==> src/rtl/i2c_irq_pkg.sv <==
package i2c_irq_pkg;
    localparam int NSTS      = 7;
    localparam int B_ARB     = 0;
    localparam int B_NACK    = 1;
    localparam int B_ARDY    = 2;
    localparam int B_RRDY    = 3;
    localparam int B_XRDY    = 4;
    localparam int B_GC      = 5;
    localparam int B_STIDLE  = 6;
    localparam int C_STOP    = 0;
    localparam int C_MST     = 1;
    localparam int C_TRX     = 2;
    localparam int NCTL      = 3;
    localparam logic [1:0] A_STATUS = 2'd0;
    localparam logic [1:0] A_ENABLE = 2'd1;
    localparam logic [1:0] A_CTRL   = 2'd2;
endpackage

==> src/rtl/i2c_irq_ctrl.sv <==
module i2c_irq_ctrl
    import i2c_irq_pkg::*;
(
    input  logic            clk,
    input  logic            rst_n,
    input  logic            wr_i,
    input  logic [NCTL-1:0] wdata_i,
    input  logic            nack_i,
    output logic            stop_o,
    output logic            master_o,
    output logic            trx_o,
    output logic            stop_gen_o
);
    typedef struct packed {
        logic [NCTL-1:0] ctl;
        logic            sgen;
    } ctrl_t;

    ctrl_t st_d, st_q;

    always_comb begin
        st_d      = st_q;
        st_d.sgen = 1'b0;
        if (wr_i) st_d.ctl = wdata_i;
        if (nack_i && st_q.ctl[C_MST]) begin
            st_d.ctl  = '0;
            st_d.sgen = 1'b1;
        end
    end

    always_ff @(posedge clk) begin
        if (!rst_n) st_q <= '0;
        else        st_q <= st_d;
    end

    assign stop_o     = st_q.ctl[C_STOP];
    assign master_o   = st_q.ctl[C_MST];
    assign trx_o      = st_q.ctl[C_TRX];
    assign stop_gen_o = st_q.sgen;

    AST_NACK_DROPS_MASTER: assert property (@(posedge clk) disable iff (!rst_n)
        (nack_i && master_o) |=> (!master_o && !trx_o && !stop_o && stop_gen_o));
    AST_SGEN_ONE_CYCLE: assert property (@(posedge clk) disable iff (!rst_n)
        stop_gen_o |=> !stop_gen_o);
endmodule

==> src/rtl/i2c_irq_ardy.sv <==
module i2c_irq_ardy #(
    parameter int CNT_W = 16
) (
    input  logic             clk,
    input  logic             rst_n,
    input  logic             master_i,
    input  logic             trx_i,
    input  logic             stop_i,
    input  logic [CNT_W-1:0] byte_cnt_i,
    input  logic             rx_empty_i,
    input  logic             slv_cond_i,
    output logic             set_o
);
    typedef struct packed {
        logic prev;
    } ardy_t;

    ardy_t st_d, st_q;
    logic  cnt_zero, mst_cond, slv_set;

    always_comb begin
        cnt_zero = (byte_cnt_i == '0);
        mst_cond = master_i && cnt_zero && (trx_i || (stop_i && rx_empty_i));
        slv_set  = !master_i && slv_cond_i && (trx_i || rx_empty_i);
        st_d      = st_q;
        st_d.prev = mst_cond;
        set_o     = (mst_cond && !st_q.prev) || slv_set;
    end

    always_ff @(posedge clk) begin
        if (!rst_n) st_q <= '0;
        else        st_q <= st_d;
    end

    AST_SLV_RX_NEEDS_EMPTY: assert property (@(posedge clk) disable iff (!rst_n)
        (!master_i && !trx_i && !rx_empty_i && slv_cond_i) |-> !slv_set);
    AST_MRX_NEEDS_EMPTY: assert property (@(posedge clk) disable iff (!rst_n)
        (master_i && !trx_i && !rx_empty_i) |-> !mst_cond);
endmodule

==> src/rtl/i2c_irq_status.sv <==
module i2c_irq_status #(
    parameter int N = 7
) (
    input  logic         clk,
    input  logic         rst_n,
    input  logic [N-1:0] set_i,
    input  logic [N-1:0] clr_i,
    input  logic         en_wr_i,
    input  logic [N-1:0] en_wdata_i,
    output logic [N-1:0] status_o,
    output logic [N-1:0] enable_o,
    output logic         irq_o
);
    typedef struct packed {
        logic [N-1:0] sts;
        logic [N-1:0] en;
        logic         irq;
    } bank_t;

    bank_t st_d, st_q;

    always_comb begin
        st_d     = st_q;
        st_d.sts = (st_q.sts & ~clr_i) | set_i;
        if (en_wr_i) st_d.en = en_wdata_i;
        st_d.irq = |(st_q.sts & st_q.en);
    end

    always_ff @(posedge clk) begin
        if (!rst_n) st_q <= '0;
        else        st_q <= st_d;
    end

    assign status_o = st_q.sts;
    assign enable_o = st_q.en;
    assign irq_o    = st_q.irq;

    AST_STICKY_NO_CLEAR: assert property (@(posedge clk) disable iff (!rst_n)
        (clr_i == '0) |=> ((status_o & $past(status_o)) == $past(status_o)));
    AST_EVENT_BEATS_CLEAR: assert property (@(posedge clk) disable iff (!rst_n)
        (set_i != '0) |=> ((status_o & $past(set_i)) == $past(set_i)));
    AST_IRQ_REGISTERED: assert property (@(posedge clk) disable iff (!rst_n)
        1'b1 |=> (irq_o == $past(|(status_o & enable_o))));
endmodule

==> src/rtl/i2c_irq_unit.sv <==
module i2c_irq_unit
    import i2c_irq_pkg::*;
#(
    parameter int DW    = 16,
    parameter int CNT_W = 16
) (
    input  logic             clk,
    input  logic             rst_n,
    input  logic             reg_wr,
    input  logic [1:0]       reg_addr,
    input  logic [DW-1:0]    reg_wdata,
    output logic [DW-1:0]    reg_rdata,
    input  logic             ev_arb_lost,
    input  logic             ev_nack,
    input  logic             ev_gen_call,
    input  logic             ev_start_idle,
    input  logic             ev_slv_bus_cond,
    input  logic             ev_rx_ready,
    input  logic             ev_tx_ready,
    input  logic [CNT_W-1:0] byte_cnt,
    input  logic             rx_empty,
    output logic [NSTS-1:0]  status_o,
    output logic             irq_o,
    output logic             ctl_stop_o,
    output logic             ctl_master_o,
    output logic             ctl_trx_o,
    output logic             stop_gen_o
);
    logic [NSTS-1:0] set_vec, clr_vec, enable;
    logic            ardy_set, wr_sts, wr_en, wr_ctl;
    logic            unused_wdata;

    assign unused_wdata = ^reg_wdata[DW-1:NSTS];
    assign wr_sts = reg_wr && (reg_addr == A_STATUS);
    assign wr_en  = reg_wr && (reg_addr == A_ENABLE);
    assign wr_ctl = reg_wr && (reg_addr == A_CTRL);
    assign clr_vec = wr_sts ? reg_wdata[NSTS-1:0] : '0;

    i2c_irq_ctrl u_ctrl (
        .clk(clk), .rst_n(rst_n), .wr_i(wr_ctl), .wdata_i(reg_wdata[NCTL-1:0]),
        .nack_i(ev_nack), .stop_o(ctl_stop_o), .master_o(ctl_master_o),
        .trx_o(ctl_trx_o), .stop_gen_o(stop_gen_o)
    );

    i2c_irq_ardy #(.CNT_W(CNT_W)) u_ardy (
        .clk(clk), .rst_n(rst_n), .master_i(ctl_master_o), .trx_i(ctl_trx_o),
        .stop_i(ctl_stop_o), .byte_cnt_i(byte_cnt), .rx_empty_i(rx_empty),
        .slv_cond_i(ev_slv_bus_cond), .set_o(ardy_set)
    );

    always_comb begin
        set_vec           = '0;
        set_vec[B_ARB]    = ev_arb_lost && ctl_master_o;
        set_vec[B_NACK]   = ev_nack;
        set_vec[B_ARDY]   = ardy_set;
        set_vec[B_RRDY]   = ev_rx_ready;
        set_vec[B_XRDY]   = ev_tx_ready;
        set_vec[B_GC]     = ev_gen_call;
        set_vec[B_STIDLE] = ev_start_idle;
    end

    i2c_irq_status #(.N(NSTS)) u_sts (
        .clk(clk), .rst_n(rst_n), .set_i(set_vec), .clr_i(clr_vec),
        .en_wr_i(wr_en), .en_wdata_i(reg_wdata[NSTS-1:0]),
        .status_o(status_o), .enable_o(enable), .irq_o(irq_o)
    );

    always_comb begin
        reg_rdata = '0;
        case (reg_addr)
            A_STATUS: reg_rdata[NSTS-1:0] = status_o;
            A_ENABLE: reg_rdata[NSTS-1:0] = enable;
            A_CTRL:   reg_rdata[NCTL-1:0] = {ctl_trx_o, ctl_master_o, ctl_stop_o};
            default:  reg_rdata = '0;
        endcase
    end

    AST_ARB_ONLY_MASTER: assert property (@(posedge clk) disable iff (!rst_n)
        (!ctl_master_o && !status_o[B_ARB] && !wr_sts) |=> !status_o[B_ARB]);
endmodule

==> config.mk <==
export PLATFORM = sky130hd
export DESIGN_NAME = i2c_irq_unit
export DESIGN_NICKNAME = d
export VERILOG_FILES = /design/src/rtl/i2c_irq_pkg.sv /design/src/rtl/i2c_irq_ctrl.sv /design/src/rtl/i2c_irq_ardy.sv /design/src/rtl/i2c_irq_status.sv /design/src/rtl/i2c_irq_unit.sv
export SDC_FILE = /design/constraint.sdc
export NUM_CORES = 1
export LEC_CHECK = 0
export ABC_AREA = 1
export CORE_ASPECT_RATIO = 0.5
export CORE_MARGIN = 2
export CORE_UTILIZATION = 35
export CTS_CLUSTER_SIZE = 8
export DETAILED_ROUTE_END_ITERATION = 8
export GPL_TIMING_DRIVEN = 1
export PLACE_DENSITY = 0.75
export SYNTH_ARGS = -nofsm -noshare
export SYNTH_HDL_FRONTEND = slang
export SYNTH_HIERARCHICAL = 1
export SYNTH_SLANG_ARGS = --single-unit
==> constraint.sdc <==
create_clock -name clk -period 1.65 [get_ports clk]
set_input_delay 0.165 -clock clk [delete_from_list [all_inputs] [get_ports clk]]
set_output_delay 0.165 -clock clk [all_outputs]
set_load 0.01 [all_outputs]
# ---- After elaboration in Yosys (flattened, before gate mapping)
# Index checks and enable logic that the tools add are counted.
dict set report totals {
  register_bits 20
  in_bits 45
  output_inout_bits 28
  word_cells 37
}
dict set report op_classes {
  eq_ne 2
  mux 4
  bitwise 5
  n_reduce_logical 20
}
# operator n
set op_table {}
lappend op_table {{zero test 16 bit} 1}
lappend op_table {{AND 7 bit} 2}
lappend op_table {{logical AND 1 bit} 11}
lappend op_table {{one-hot mux 3 bit (3 select lines)} 1}
lappend op_table {{one-hot mux 4 bit (2 select lines)} 1}
lappend op_table {{two-way mux 7 bit} 1}
lappend op_table {{inverter 7 bit} 1}
lappend op_table {{bitwise OR 7 bit} 1}
lappend op_table {{OR reduction 7 bit} 1}
lappend op_table {{logical OR 1 bit} 3}
lappend op_table {{== test 2 x 1 -> 1 bit (second input constant)} 1}
lappend op_table {{== test 2 bit (second input constant)} 1}
lappend op_table {{zero test 1 bit} 2}
lappend op_table {{zero test 2 bit} 1}
lappend op_table {{OR reduction 2 bit} 1}
lappend op_table {{two-way mux 1 bit} 1}
lappend op_table {{inverter 1 bit} 1}

# ---- Logic depth before layout (Yosys ltp)
# Gate-level depths: netlist of run 1.
dict set report depth {
  ltp_word 6
  depth_mapped 7
  mapped_depth_nobuf 7
}

# ---- Modules after synthesis
# Netlist of run 1, hierarchy kept.
# module instances cells_per_inst area_per_inst_um2 seq_area_each_um2
set by_module_without_submodules {}
lappend by_module_without_submodules {i2c_irq_status 1 73 536.8 300.3}
lappend by_module_without_submodules {i2c_irq_unit 1 58 297.8 0.0}
lappend by_module_without_submodules {i2c_irq_ctrl 1 18 136.4 80.1}
lappend by_module_without_submodules {i2c_irq_ardy 1 26 131.4 20.0}

# ---- Worst setup path before layout of run 1
# Ideal clock, no wire load.
dict set report synth_path {
  path_kind {input port to flip-flop}
  startpoint {input port reg_addr[0]}
  endpoint {register u_sts.st_q (netlist bit u_sts/enable_o[6])}
  setup_time_ns 0.116
  t_arrival_ns 1.074
  required_ns 1.534
  setup_slack_ns 0.460
  path_stages 6
  path_buffers 1
  path_cell_list {buf_6 -> inv_1 -> nor3_1 -> inv_2 -> nor2_1 -> nor2_1}
}
dict set report synth_between {
  elab_chain_cells 2
}
# element line
set synth_rtl {}
lappend synth_rtl {{start, declared} i2c_irq_unit.sv:10} ;# input logic [1:0] reg_addr,
lappend synth_rtl {{== test 2 x 1 -> 1 bit} i2c_irq_unit.sv:35} ;# assign wr_en = reg_wr && (reg_addr == A_ENABLE);
lappend synth_rtl {{logical AND 1 bit} i2c_irq_unit.sv:35}
lappend synth_rtl {{via wr_en} i2c_irq_unit.sv:30} ;# logic ardy_set, wr_sts, wr_en, wr_ctl;
lappend synth_rtl {{end signal, assigned} i2c_irq_status.sv:31} ;# else st_q <= st_d;
lappend synth_rtl {{end, declared} i2c_irq_status.sv:20} ;# bank_t st_d, st_q;
# The timed path passes the listed nets, and every way through them passes these cells.
# A chain may end at the register's enable or synchronous reset.

# ---- Worst setup path in the final report of run 1
dict set report layout_path {
  startpoint {register u_ctrl.st_q (netlist bit u_ctrl/trx_o)}
  endpoint {output port reg_rdata[2]}
}
dict set report layout_between {
  elab_chain_cells 1
}
# element line
set layout_rtl {}
lappend layout_rtl {{start, declared} i2c_irq_ctrl.sv:19} ;# ctrl_t st_d, st_q;
lappend layout_rtl {{start signal, assigned} i2c_irq_ctrl.sv:33} ;# else st_q <= st_d;
lappend layout_rtl {{one-hot mux 3 bit (3 select lines)} i2c_irq_unit.sv:70} ;# case (reg_addr)
lappend layout_rtl {{end, declared} i2c_irq_unit.sv:12} ;# output logic [DW-1:0] reg_rdata,
# Every way passes these cells.

==> results of run 1 <==
==> sequential cells by signal, summed over array words and instances (netlist names) <==
register	flops
u_ctrl/trx_o	1
u_sts/irq_o	1
u_ctrl/stop_o	1
u_ctrl/master_o	1
u_sts/status_o	7
u_ctrl/stop_gen_o	1
u_ardy/st_q	1
u_sts/enable_o	7
==> per-layer routing <==
| layer | vias to the layer above | global-route usage [%] | wire length (um) |
|---|---|---|---|
| li1 | 643 | - | - |
| met1 | 541 | 21.8 | 1370 |
| met2 | 35 | 29.7 | 1470 |
| met3 | 2 | 2.86 | 157 |
| met4 | 0 | 3.93 | 15 |
| met5 | - | 0 | 0 |
==> Yosys cell counts, types with 2 or more instances <==
library cell	number
o21ai_0	7
inv_2	3
nand2_1	34
buf_4	9
a21oi_1	12
nor2_2	2
nor2_1	39
nand3_1	15
dfxtp_1	20
inv_1	25
==> stage by stage <==
stage               TNS [ns]  instance area (um^2)  utilization (%)  setup slack, ns
floorplan                  0                  1130                -            0.460
global placement      -0.985                  1680             56.1           -0.154
detailed placement    -0.982                  1680             56.1           -0.152
CTS                        0                  1750             58.4          0.00730
global route               0                  1750             58.5          0.00608
finish                     0                  1750             58.5           0.0599
==> timing repair <==
item,CTS,global route
pin swaps,1,0
cloned,0,0
endpoints found under the setup margin,7,1
gates resized for setup,2,1
==> where the power goes <==
part / switching, mW / total, mW / internal [mW]
Combinational: 0.109 / 0.255 / 0.146
Clock: 0.172 / 0.496 / 0.324
Sequential: 0.0228 / 0.530 / 0.507
==> cell type report <==
cell class / count / area [um^2] / share of cell area, %
inverters: 28 / 105 / 6.00
clock buffers: 3 / 41.3 / 2.36
multi-input cells: 125 / 548 / 31.3
clock inverters: 1 / 30.0 / 1.71
repair buffers: 59 / 576 / 32.9
well taps: 40 / 50.0 / 2.86
flip-flops and latches: 20 / 402 / 22.9
==> cells by family (layout without fill, tap and decap cells) <==
logic type      Yosys count  count (layout)  share of synthesized area [%]
simple gates             96              96                           37.3
other cells               1               9                          0.340
compound gates           20              20                           9.31
buf+inv                  38              91                           16.7
flops                    20              20                           36.3
==> worst min-delay path, cell delays in order <==
cell and delay [ns]:
clkdlybuf4s50_1 0.45, a21oi_1 0.04, nor2_1 0.06
==> worst paths after layout <==
kind                           startpoint                      endpoint  slack (ns)  depth (start not counted)
min reg2reg  u_ctrl/master_o$_SDFFE_PP0P_  u_ctrl/stop_gen_o$_SDFF_PN0_        0.53                          2
max             u_ctrl/trx_o$_SDFFE_PP0P_                  reg_rdata[2]        0.06                          3
min                           ev_gen_call  u_sts/status_o[5]$_SDFF_PN0_        0.49                          3
max reg2reg  u_ctrl/master_o$_SDFFE_PP0P_  u_sts/status_o[2]$_SDFF_PN0_        0.63                          6
==> metrics.yaml, run 1 <==
layout:
  area_delta_synth_final_pct: 58.9
  drive_gt1_share_pct: 7.63
  final_common_cell: "clkdlybuf4s50_1"
  nNetsFinal: 282
  fillerInstances: 299
  layout_common_cells: "clkdlybuf4s50_1 (52), nor2_1 (39), nand2_1 (34)"
  final-instance-count-excl-fill: 276
  antennaDiodeCount: 0
die:
  design.portCount: 73
  die_h_um: 43.7
  num_rows: 14
  die_area_um2: 3640
  core-area_um2: 3000
  die_w_um: 83.4
  start_util_pct: 36.8
global_routing:
  grt_max_degree: 13
  grt_pass1_wl_um: 4840
  grt_pass1_vias: 1031
  track_usage_pct: 16.7
  antenna_found_initial: 0
  gr-total-overflow: 0
logic_synthesis:
  yosysTopAreaCell: "dfxtp_1"
  ys_ff_latch: 20
  synth_cells: 175
  syn_area_um2: 1100
  synth.top_cell.area_share_pct: 36.3
  syn_area_per_cell_um2: 6.30
  synth-edff-count: 0
  ys_seq_area_share_pct: 36.3
  ys.flop_type: "dfxtp_1"
  ys_warn_count: 6
  ys_types: 19
  async_flop_share_pct: 0
  synthTopCellsByArea: "dfxtp_1 (36%), nor2_1 (13%), nand2_1 (12%), inv_1 (8.5%), nand3_1 (6.8%)"
sta:
  whs_ns: 0.487
  setup_viol: 0
  hold_violations: 0
  rsz0062_at_grt: "no"
  timing.fmax_mhz: 629
  layout_min_cycle_time_ns: 1.59
  drv_slew: 0
  clock_skew_ns: 0.00468
  timing.final.crit_share_pct: 96.4
setup_path:
  cp-start-kind: "register"
  crit_slowest_cell: "clkdlybuf4s50_1"
  path_cells: "nand3_1 -> nand3_1 -> clkdlybuf4s50_1"
  required_ns: 1.48
  path_buf_inv: 1
  cp_max_fo: 5
  cp_top_family: "buffers and inverters"
  crit_top_cell: "nand3_1"
  crit_type: "register to primary output"
  setup.worst_path.end_class: "primary output"
  cp_slowest_stage_delay_ns: 0.53
  cp_data_arrival_time_ns: 1.43
clock_tree:
  cts-root-buf: "clkbuf_8"
  holdBufCountCts: 0
  cts_max_level: 1
  cts_sinks: 20
  clock_latency_ns: 0.26
  clk_pin_slew_worst_paths_ns: 0.08
  cts_tree: "built"
  clock_path_buffers: 2
  numCtsBuffers: 3
  postCtsSetupBuffers: 0
drt:
  route.detailed.drc: 0
  avgRoutedWirePerCell_um: 10.9
  avgViaCountPerCell: 4.42
  drt_iter0_markers: 66
  ant_nets: 0
  wl_um: 3010
  vias: 1221
  drtPass1Iterations: 4
power_and_ir_drop:
  vdd_drop_max_mv: 0.326
  power.density_nw_per_um2: 731
  p_total_mw: 1.28
  leakage_nw: 0.793
status:
  status: "finished, final reports clean"
placed_design:
  dp_cells: 272
  dp_hpwl_um: 2340
  routabilityCongestion: 0.855
  io_buffer_count: 54
job:
  cap_violations: 0
hold_path:
  hp-class: "primary input to register"
Note: power is estimated with default switching activity, not from simulation.
==> run 2: changes to the inputs <==
--- a/config.mk
+++ b/config.mk
@@ -6,6 +6,7 @@
 export NUM_CORES = 1
 export LEC_CHECK = 0
 export ABC_AREA = 1
+export CAP_MARGIN = 5
 export CORE_ASPECT_RATIO = 0.5
 export CORE_MARGIN = 2
 export CORE_UTILIZATION = 35
==> results of run 2 <==
Final layout, timing and power as in run 1 (identical DEF).
==> run 3: changes to the inputs <==
--- a/config.mk
+++ b/config.mk
@@ -13,6 +13,7 @@
 export CTS_CLUSTER_SIZE = 8
 export DETAILED_ROUTE_END_ITERATION = 8
 export GPL_TIMING_DRIVEN = 1
+export HOLD_SLACK_MARGIN = 0.12
 export PLACE_DENSITY = 0.75
 export SYNTH_ARGS = -nofsm -noshare
 export SYNTH_HDL_FRONTEND = slang
==> results of run 3 <==
Final layout, timing and power as in run 1 (identical DEF).
